### src/rtl/sdclk_pkg.sv
package sdclk_pkg;

  // Ceiling quotient num/den, limited to [lo, hi].
  function automatic logic [31:0] ceil_clamp(longint unsigned num, longint unsigned den,
                                             int unsigned lo, int unsigned hi);
    longint unsigned q;
    q = (num + den - 64'd1) / den;
    if (q < longint'(lo)) q = longint'(lo);
    if (q > longint'(hi)) q = longint'(hi);
    return 32'(q);
  endfunction

  // Limit a raw divisor to [lo, hi].
  function automatic logic [31:0] clamp_div(logic [31:0] v, int unsigned lo, int unsigned hi);
    logic [31:0] r;
    r = v;
    if (r < lo) r = lo;
    if (r > hi) r = hi;
    return r;
  endfunction

  // Number of reference cycles in the high phase: odd divisors favour high.
  function automatic logic [31:0] high_len(logic [31:0] n);
    return (n + 32'd1) >> 1;
  endfunction

endpackage

### src/rtl/sdclk_div_select.sv
module sdclk_div_select #(
  parameter longint unsigned REF_HZ  = 96_000_000,
  parameter longint unsigned ID_HZ   = 400_000,
  parameter longint unsigned NORM_HZ = 25_000_000,
  parameter longint unsigned FAST_HZ = 50_000_000,
  parameter int unsigned     DIV_W   = 10,
  parameter int unsigned     DIV_MIN = 2
) (
  input  logic [1:0]       rate_sel,
  input  logic [DIV_W-1:0] div_manual,
  output logic [DIV_W-1:0] req_div
);
  localparam int unsigned DIV_MAX = (1 << DIV_W) - 1;
  localparam logic [DIV_W-1:0] DIV_ID   = DIV_W'(sdclk_pkg::ceil_clamp(REF_HZ, ID_HZ,   DIV_MIN, DIV_MAX));
  localparam logic [DIV_W-1:0] DIV_NORM = DIV_W'(sdclk_pkg::ceil_clamp(REF_HZ, NORM_HZ, DIV_MIN, DIV_MAX));
  localparam logic [DIV_W-1:0] DIV_FAST = DIV_W'(sdclk_pkg::ceil_clamp(REF_HZ, FAST_HZ, DIV_MIN, DIV_MAX));

  logic [DIV_W-1:0] manual_lim;

  always_comb begin
    manual_lim = DIV_W'(sdclk_pkg::clamp_div(32'(div_manual), DIV_MIN, DIV_MAX));
    unique case (rate_sel)
      2'd1:    req_div = DIV_ID;
      2'd2:    req_div = DIV_NORM;
      2'd3:    req_div = DIV_FAST;
      default: req_div = manual_lim;
    endcase
  end
endmodule

### src/rtl/sdclk_phase_gen.sv
module sdclk_phase_gen #(
  parameter int unsigned DIV_W   = 10,
  parameter int unsigned DIV_MIN = 2
) (
  input  logic             clk,
  input  logic             rst_n,
  input  logic             run,
  input  logic             gate_en,
  input  logic [DIV_W-1:0] req_div,
  output logic             clk_out,
  output logic             rise_out,
  output logic             wrap_o,
  output logic [DIV_W-1:0] act_div_o
);
  logic [DIV_W-1:0] cnt_q, cnt_n;
  logic [DIV_W-1:0] act_q, act_n;
  logic             gate_q, gate_n;
  logic             out_q, out_n;
  logic             rise_q, rise_n;
  logic             phase_n;
  logic             wrap_w;

  // End of the current output period.
  assign wrap_w = run && (cnt_q == act_q - DIV_W'(1));

  always_comb begin
    if (!run) begin
      // Idle: preload so that the first enabled edge starts a period.
      act_n  = req_div;
      cnt_n  = req_div - DIV_W'(1);
      gate_n = 1'b0;
    end else if (wrap_w) begin
      act_n  = req_div;
      cnt_n  = '0;
      gate_n = gate_en;
    end else begin
      act_n  = act_q;
      cnt_n  = cnt_q + DIV_W'(1);
      gate_n = gate_q;
    end
    phase_n = run && (cnt_n < DIV_W'(sdclk_pkg::high_len(32'(act_n))));
    out_n   = phase_n && gate_n;
    rise_n  = out_n && wrap_w;
  end

  always_ff @(posedge clk) begin
    if (!rst_n) begin
      cnt_q  <= DIV_W'(DIV_MIN - 1);
      act_q  <= DIV_W'(DIV_MIN);
      gate_q <= 1'b0;
      out_q  <= 1'b0;
      rise_q <= 1'b0;
    end else begin
      cnt_q  <= cnt_n;
      act_q  <= act_n;
      gate_q <= gate_n;
      out_q  <= out_n;
      rise_q <= rise_n;
    end
  end

  assign clk_out   = out_q;
  assign rise_out  = rise_q;
  assign wrap_o    = wrap_w;
  assign act_div_o = act_q;

  // the running divisor never drops under the floor.
  a_r3_act_floor: assert property (@(posedge clk) disable iff (!rst_n)
    act_q >= DIV_W'(DIV_MIN));
  // inside a running period the divisor is held.
  a_r6_hold_div: assert property (@(posedge clk) disable iff (!rst_n)
    (run && !wrap_w) |=> $stable(act_q));
  // the strobe marks a true low-to-high step of the card clock.
  a_r5_rise_edge: assert property (@(posedge clk) disable iff (!rst_n)
    rise_q |-> (out_q && !$past(out_q)));
  // a rising card clock only ever starts at a period boundary.
  a_r9_rise_boundary: assert property (@(posedge clk) disable iff (!rst_n)
    $rose(out_q) |-> $past(wrap_w));
  // a closed gate keeps the card clock low.
  a_r9_gate_low: assert property (@(posedge clk) disable iff (!rst_n)
    !gate_q |-> !out_q);
endmodule

### src/rtl/sdclk_stable_track.sv
module sdclk_stable_track #(
  parameter int unsigned DIV_W = 10
) (
  input  logic             clk,
  input  logic             rst_n,
  input  logic             run,
  input  logic             wrap,
  input  logic [DIV_W-1:0] req_div,
  input  logic [DIV_W-1:0] act_div,
  output logic             stable
);
  logic stable_q, primed_q;
  logic mismatch_w;

  assign mismatch_w = (req_div != act_div);

  always_ff @(posedge clk) begin
    if (!rst_n) begin
      stable_q <= 1'b0;
      primed_q <= 1'b0;
    end else if (!run) begin
      stable_q <= 1'b0;
      primed_q <= 1'b0;
    end else if (mismatch_w) begin
      stable_q <= 1'b0;
      if (wrap) primed_q <= 1'b1;
    end else if (wrap) begin
      stable_q <= primed_q;
      primed_q <= 1'b1;
    end
  end

  assign stable = stable_q;

  // a divisor request that differs from the running one clears stable.
  a_r7_drop: assert property (@(posedge clk) disable iff (!rst_n)
    (run && mismatch_w) |=> !stable_q);
  // an idle divider never reports stable.
  a_r8_idle: assert property (@(posedge clk) disable iff (!rst_n)
    !run |=> !stable_q);
  // stable only rises at a period boundary.
  a_r7_rise_at_wrap: assert property (@(posedge clk) disable iff (!rst_n)
    $rose(stable_q) |-> $past(wrap));
endmodule

### src/rtl/sdclk_gen.sv
module sdclk_gen #(
  parameter longint unsigned REF_HZ  = 96_000_000,
  parameter longint unsigned ID_HZ   = 400_000,
  parameter longint unsigned NORM_HZ = 25_000_000,
  parameter longint unsigned FAST_HZ = 50_000_000,
  parameter int unsigned     DIV_W   = 10,
  parameter int unsigned     DIV_MIN = 2
) (
  input  logic             ref_clk,
  input  logic             rst_n,
  input  logic             int_clk_en,
  input  logic             card_clk_en,
  input  logic [1:0]       rate_sel,
  input  logic [DIV_W-1:0] div_manual,
  output logic             sd_clk,
  output logic             sd_clk_rise,
  output logic             clk_stable
);
  logic [DIV_W-1:0] req_div_w;
  logic [DIV_W-1:0] act_div_w;
  logic             wrap_w;

  sdclk_div_select #(
    .REF_HZ(REF_HZ), .ID_HZ(ID_HZ), .NORM_HZ(NORM_HZ), .FAST_HZ(FAST_HZ),
    .DIV_W(DIV_W), .DIV_MIN(DIV_MIN)
  ) sel_i (
    .rate_sel  (rate_sel),
    .div_manual(div_manual),
    .req_div   (req_div_w)
  );

  sdclk_phase_gen #(.DIV_W(DIV_W), .DIV_MIN(DIV_MIN)) phase_i (
    .clk      (ref_clk),
    .rst_n    (rst_n),
    .run      (int_clk_en),
    .gate_en  (card_clk_en),
    .req_div  (req_div_w),
    .clk_out  (sd_clk),
    .rise_out (sd_clk_rise),
    .wrap_o   (wrap_w),
    .act_div_o(act_div_w)
  );

  sdclk_stable_track #(.DIV_W(DIV_W)) stab_i (
    .clk    (ref_clk),
    .rst_n  (rst_n),
    .run    (int_clk_en),
    .wrap   (wrap_w),
    .req_div(req_div_w),
    .act_div(act_div_w),
    .stable (clk_stable)
  );

  // with the internal clock off the card pin is quiet.
  a_r8_pin_quiet: assert property (@(posedge ref_clk) disable iff (!rst_n)
    !int_clk_en |=> !sd_clk);
  // the requested divisor is always inside the legal range.
  a_r3_req_range: assert property (@(posedge ref_clk) disable iff (!rst_n)
    req_div_w >= DIV_W'(DIV_MIN));
endmodule

### config.mk
export PLATFORM = sky130hd
export DESIGN_NAME = sdclk_gen
export DESIGN_NICKNAME = d
export VERILOG_FILES = /design/src/rtl/sdclk_pkg.sv /design/src/rtl/sdclk_div_select.sv /design/src/rtl/sdclk_phase_gen.sv /design/src/rtl/sdclk_stable_track.sv /design/src/rtl/sdclk_gen.sv
export SDC_FILE = /design/constraint.sdc
export NUM_CORES = 1
export LEC_CHECK = 0
export CAP_MARGIN = 20
export CORE_MARGIN = 10
export CORE_UTILIZATION = 37
export CTS_CLUSTER_DIAMETER = 200
export CTS_CLUSTER_SIZE = 25
export DETAILED_ROUTE_END_ITERATION = 6
export SLEW_MARGIN = 10
export SYNTH_ARGS = -nofsm -noshare
export SYNTH_HDL_FRONTEND = slang
export SYNTH_SLANG_ARGS = --single-unit
### constraint.sdc
create_clock -name ref_clk -period 12.8 [get_ports ref_clk]
set_input_delay 3.2 -clock ref_clk [delete_from_list [all_inputs] [get_ports ref_clk]]
set_output_delay 3.2 -clock ref_clk [all_outputs]
set_load 0.03 [all_outputs]
==> results.cfg, run 1 <==
[outcome]
status = complete, no violations

[cts]
cts_resized = 0
cts.sinks = 25
tritoncts = yes
cts_hold_buf = 0
clk_pin_slew_ns = 0.09
cts_max_level = 1
postCtsSetupBuffers = 0
cts_buffers = 3
clk_latency_ns = 0.27
ctsRootBufferMaster = clkbuf_8
clockBufferDepth = 2

[yosys]
synthesis.instances = 340
ys_types = 62
synth_top_family_by_area = simple AND/OR/NAND/NOR gates
synth-main-ff-cell = dfxtp_1
synth_xor_area_frac = 0.164
synthAdderAreaFrac = 0.0634
synth_area_um2 = 2570
synth_compound_area_frac = 0.191
ys_seq_area_frac = 0.195
synth_nets = 369
async_flop_share = 0
syn_area_per_cell_um2 = 7.55
synth_edf_count = 0
synth-simple-area-share = 0.277
synthMuxAreaShare = 0.0429
ys_ff_latch = 25
synth_warnings = 0

[die]
initial_utilization = 0.380
dieArea_um2 = 10700
core_um2 = 6760
ios = 19
die_h_um = 103
fp.dieW_um = 103
rows = 30

[cells_and_area]
post-route-util = 0.409
nFillCells = 712
layout.nets = 367
diodes = 0
syn_to_final_growth_pct = 7.55
layout-drive-gt1-share = 0.0386

[placement]
portBuffers = 18
dp_hpwl_um = 5540
gp_congestion = 0.913

[sta]
hold_viol = 0
timing.fmax_mhz = 140
finalCritPeriodShare = 0.560
slew_headroom = 0.387
setup_tns_ns = 0
rsz0062_at_grt = false
fin_hold_ws_ns = 0.480
timing.final.max_slew_violations = 0
worst_slew_pin_slew_ns = 0.916
clock_skew_ns = 0.00651
setup_viol = 0
period_minus_slack_ns = 7.17

[power_and_ir_drop]
max-vdd-ir-drop_mv = 0.0399
p_leak_nw = 1.06
power_density_nw_per_um2 = 83.0

[drt]
ant_nets = 0
drt-total-wl_um = 7130
route.detailed.drc = 0
first_iter_violations = 188
wl_per_cell_um = 17.1
vias = 2463
drtPass1Iterations = 4
viasPerCell = 5.91

[worst_setup_path]
critPathBufInv = 2
critPathCaptureType = register
required_ns = 13.01
cpLargestDelayFamily = compound AO/OA/AOI/OAI gates
crit_fanout = 23
start_kind = input pin
cpMaxStageDelayCell = clkdlybuf4s50_1
critPathArrivalTime_ns = 7.38
crit_type = in -> reg
cpPeakStageDelay_ns = 0.79
worstPathCellList = clkdlybuf4s50_1, or2_2, o21ai_0, inv_1, mux2i_1, ha_1, nand3_1, xnor2_1, nor2_1, o21ai_1, o21ai_1, ha_1, o211ai_1, or3_1, a21oi_1, a2111oi_0, o21ai_0, a21oi_1

[grt]
busiest_layer = met2
antenna_found_initial = 0
met1_usage = 0.191
grt_max_degree = 34
grt_pass1_wl_um = 11600
grt.total_usage = 0.137
first_global_vias = 2298
overflow = 0
use_met2 = 0.217
use_met3 = 0.0133

[flow_run]
drv_cap = 0

[min_path]
hold_class = reg -> reg
-- cell families after synthesis --
kind of cell | Yosys count
AOI/OAI and AO/OA | 67
and+or+nand+nor | 140
buffers and inverters | 36
DFF | 25
muxes | 11
xor gates and xnor gates | 48
adders and majority gates | 13
-- synthesized netlist by cell type, drive strengths merged (4+ instances only) --
master / number / area (µm²)
mux2i: 11 / 110
a211o: 4 / 35.0
o21ai: 16 / 91.3
xor2: 21 / 184
nor3: 12 / 65.1
nor4: 5 / 31.3
o32ai: 6 / 60.1
o22ai: 8 / 50.1
nand2: 25 / 93.8
nand3: 16 / 85.1
buf: 10 / 75.1
nor2: 43 / 164
nand4: 8 / 56.3
and3: 4 / 25.0
and2: 10 / 62.6
dfxtp: 25 / 500
clkbuf: 15 / 56.3
a21oi: 9 / 45.0
a21o: 4 / 30.0
xnor2: 27 / 236
inv: 11 / 41.3
ha: 13 / 163
-- worst paths after layout --
kind	startpoint	cells past startpoint	end	slack [ns]
worst max-delay path	rate_sel[0]	18	phase_i.clk_out$_SDFF_PN0_	5.63
worst min-delay path	stab_i.primed_q$_SDFFE_PN0N_	2	stab_i.stable$_SDFFE_PP0N_	0.48
worst max register to register	phase_i.act_div_o[0]$_SDFF_PN0_	21	phase_i.clk_out$_SDFF_PN0_	7.02
worst min register to register	stab_i.primed_q$_SDFFE_PN0N_	2	stab_i.stable$_SDFFE_PP0N_	0.48
-- metrics by stage --
stage	instance area, µm²	instances	power (W)	setup WS [ns]
floorplan	2570	340	0.000161	6.31
global placement	2720	413	0.000182	5.47
detailed placement	2720	413	0.000182	5.41
CTS	2760	417	0.000229	5.68
global route	2760	417	0.000243	5.01
finish	2760	417	0.000229	5.63
-- cell usage in the layout (no fill, tap or decap), types with 2 or more instances in the layout --
cell type,count
a211o_1,4
a21o_1,4
a21oi_1,9
and2_1,10
and3_1,4
clkbuf_8,3
clkdlybuf4s50_1,18
dfxtp_1,25
ha_1,13
inv_1,11
mux2i_1,11
nand2_1,25
nand2b_1,3
nand3_1,15
nand4_1,7
nor2_1,42
nor2b_1,2
nor3_1,11
nor4_1,5
o21ai_0,7
o21ai_1,8
o221ai_1,3
o22ai_1,8
o32ai_1,5
or3_1,3
xnor2_1,27
xor2_1,21
-- worst reg2reg max path: stages (launching register included) --
cell and delay (ns):
dfxtp_1 0.40, inv_1 0.16, ha_1 0.35, or4b_4 0.54
o21a_1 0.22, a222oi_1 0.38, nand4_2 0.25, o21ai_4 0.77
mux2i_1 0.32, ha_1 0.36, nand3_1 0.14, xnor2_1 0.15
nor2_1 0.06, o21ai_1 0.14, o21ai_1 0.10, ha_1 0.34
o211ai_1 0.09, or3_1 0.15, a21oi_1 0.05, a2111oi_0 0.40
o21ai_0 0.21, a21oi_1 0.15
-- layer usage --
layer | up-vias | routed length [µm]
met1 | 1165 | 3480
met4 | 0 | 127
met5 | - | 0
met3 | 12 | 308
met2 | 78 | 3210
li1 | 1208 | -
-- state kept, by name, indices dropped and copies added, names as in the netlist --
| register | count |
|---|---|
| phase_i.cnt_q | 10 |
| phase_i.act_div_o | 10 |
| phase_i.clk_out | 1 |
| phase_i.rise_out | 1 |
| stab_i.primed_q | 1 |
| stab_i.stable | 1 |
| phase_i.gate_q | 1 |
-- layout make-up --
type / count / area, µm² / area share
flip-flops and latches: 25 / 500 / 0.181
clock buffers: 4 / 45.0 / 0.0163
repair buffers: 18 / 180 / 0.0652
well taps: 80 / 100 / 0.0362
inverters: 11 / 41.3 / 0.0150
multi-input cells: 279 / 1890 / 0.686
-- power by group --
group / switching, W / internal (W) / leakage [nW]
clock: 0.0000255 / 0.0000223 / 0.0228
sequential: 0.0000100 / 0.0000822 / 0.204
combinational: 0.0000501 / 0.0000392 / 0.832
Note: power is estimated with default switching activity, not from simulation.
==> run 2, diff against run 1 <==
==> constraint.sdc (replaced) <==
create_clock -name ref_clk -period 6.97 [get_ports ref_clk]
set_input_delay 1.7425 -clock ref_clk [delete_from_list [all_inputs] [get_ports ref_clk]]
set_output_delay 1.7425 -clock ref_clk [all_outputs]
set_load 0.03 [all_outputs]
==> run 2 against run 1 <==
Clock power increased by 82%. Design area increased by 0.54%. Cell count increased by 0.48%. Largest cell class unchanged. Highest routed layer unchanged.
==> results.cfg, run 2 (same netlist as run 1, synthesis figures left out) <==
[outcome]
status = complete, no violations

[cts]
ctsRootBufferMaster = clkbuf_8
cts_resized = 0
cts.sinks = 25
cts_hold_buf = 0
cts_buffers = 3
postCtsSetupBuffers = 0
cts_max_level = 1
clk_latency_ns = 0.28
clockBufferDepth = 2
clk_pin_slew_ns = 0.09
tritoncts = yes

[die]
dieArea_um2 = 10700
core_um2 = 6760
initial_utilization = 0.380
fp.dieW_um = 103
die_h_um = 103
ios = 19
rows = 30

[sta]
worst_slew_pin_slew_ns = 0.934
setup_tns_ns = 0
setup_viol = 0
slew_headroom = 0.375
timing.fmax_mhz = 171
period_minus_slack_ns = 5.85
layout_setup_ws_ns = 1.12
timing.final.max_slew_violations = 0
clock_skew_ns = 0.00997
rsz0062_at_grt = false
hold_viol = 0
finalCritPeriodShare = 0.839

[drt]
viasPerCell = 5.83
ant_nets = 0
drtPass1Iterations = 5
drt-total-wl_um = 7060
vias = 2443
route.detailed.drc = 0
first_iter_violations = 197
wl_per_cell_um = 16.8

[cells_and_area]
final_common_cell = nor2_1
final-seq-area_um2 = 500
postLayoutCellArea_um2 = 2780
layout-drive-gt1-share = 0.0442
multi_input_area_um2 = 1890
layout.nets = 369
nFillCells = 726
diodes = 0
syn_to_final_growth_pct = 8.14
final_cell_mix = nor2_1, xnor2_1, nand2_1, dfxtp_1, xor2_1

[grt]
grt_max_degree = 34
grt_pass1_wl_um = 11900
antenna_found_initial = 0
first_global_vias = 2395
grt.total_usage = 0.138
overflow = 0

[placement]
dp_hpwl_um = 5540
placed_area_um2 = 2730
portBuffers = 18
place_ws_ns = 1.08
gp_congestion = 0.919

[min_path]
hold_class = reg -> reg
min_from = stab_i.primed_q$_SDFFE_PN0N_
min_to = stab_i.stable$_SDFFE_PP0N_
holdPathStages = 2

[power_and_ir_drop]
p_total_w = 0.000422
p_leak_nw = 1.07
power_density_nw_per_um2 = 152
max-vdd-ir-drop_mv = 0.0687

[worst_setup_path]
critPathArrivalTime_ns = 6.06
worst_r2r_endpoint = phase_i.clk_out$_SDFF_PN0_
start_kind = register
r2r_slack_ns = 1.12
cpMaxStageDelayCell = o21ai_4
reg2reg_depth = 22
required_ns = 7.18
crit_type = reg -> reg
cpPeakStageDelay_ns = 0.79
worstPathCellList = inv_1, ha_1, or4b_4, o21a_1, a222oi_1, nand4_2, o21ai_4, mux2i_1, ha_1, nand3_1, xnor2_1, nor2_1, o21ai_1, o21ai_1, ha_1, a21o_1, a21o_1, a21o_1, a21o_1, a21oi_1, o21ai_0, a21oi_1
critPathCaptureType = register
timing.rr.start = phase_i.act_div_o[0]$_SDFF_PN0_
crit_fanout = 33
crit_top_cell = a21o_1

[flow_run]
drv_cap = 0
==> run 2: cell types whose count changed in the layout (fill, tap and decap cells not counted), sizes merged <==
cell / change
buf: +2
==> run 2: through the flow <==
step | utilization | hold WS, ns | std cells
4_1_cts | 0.411 | 0.478 | 419
3_3_place_gp | 0.404 | 0.464 | 415
3_5_place_dp | 0.404 | 0.469 | 415
5_1_grt | 0.411 | 0.511 | 419
2_1_floorplan | - | 0.453 | 340
6_report | 0.411 | 0.476 | 419
==> run 2: how the worst max path moves through the flow <==
stage	from	to	slack, ns	depth (start not counted)
after global placement	rate_sel[1]	phase_i.clk_out$_SDFF_PN0_	1.19	19
after detailed placement	rate_sel[1]	phase_i.clk_out$_SDFF_PN0_	1.08	19
after floorplan	div_manual[4]	phase_i.clk_out$_SDFF_PN0_	1.94	21
final	phase_i.act_div_o[0]$_SDFF_PN0_	phase_i.clk_out$_SDFF_PN0_	1.12	22
after CTS	phase_i.act_div_o[0]$_SDFF_PN0_	phase_i.clk_out$_SDFF_PN0_	1.17	22
after global routing	phase_i.act_div_o[0]$_SDFF_PN0_	phase_i.clk_out$_SDFF_PN0_	0.79	22
==> run 2: layout make-up <==
| cell class | count | share of cell area |
|---|---|---|
| Tap cell | 80 | 0.0361 |
| Sequential cell | 25 | 0.180 |
| Timing Repair Buffer | 20 | 0.0703 |
| Clock buffer | 4 | 0.0162 |
| Inverter | 11 | 0.0149 |
| Multi-Input combinational cell | 279 | 0.682 |
==> run 2: metal layers <==
layer,vias to the layer above,track usage,wire (µm)
met5,-,0,0
met3,11,0.0126,239
met2,72,0.221,3180
li1,1212,-,-
met1,1148,0.187,3520
met4,0,0.0513,123
==> run 2: where the power goes <==
| part | total, W | internal [W] | switching (W) |
|---|---|---|---|
| clock network | 0.0000870 | 0.0000410 | 0.0000461 |
| logic | 0.000165 | 0.0000728 | 0.0000927 |
| registers | 0.000169 | 0.000151 | 0.0000183 |
| total | 0.000422 | 0.000265 | 0.000157 |
==> run 2: worst max-delay path, delay by kind of cell, from the launching register on <==
family	cells	cell delay [ns]
and+or+nand+nor	4	0.98
AOI/OAI and AO/OA	12	2.68
DFF	1	0.39
adders and majority gates	3	1.03
buffers and inverters	1	0.17
muxes	1	0.34
xor gates and xnor gates	1	0.16
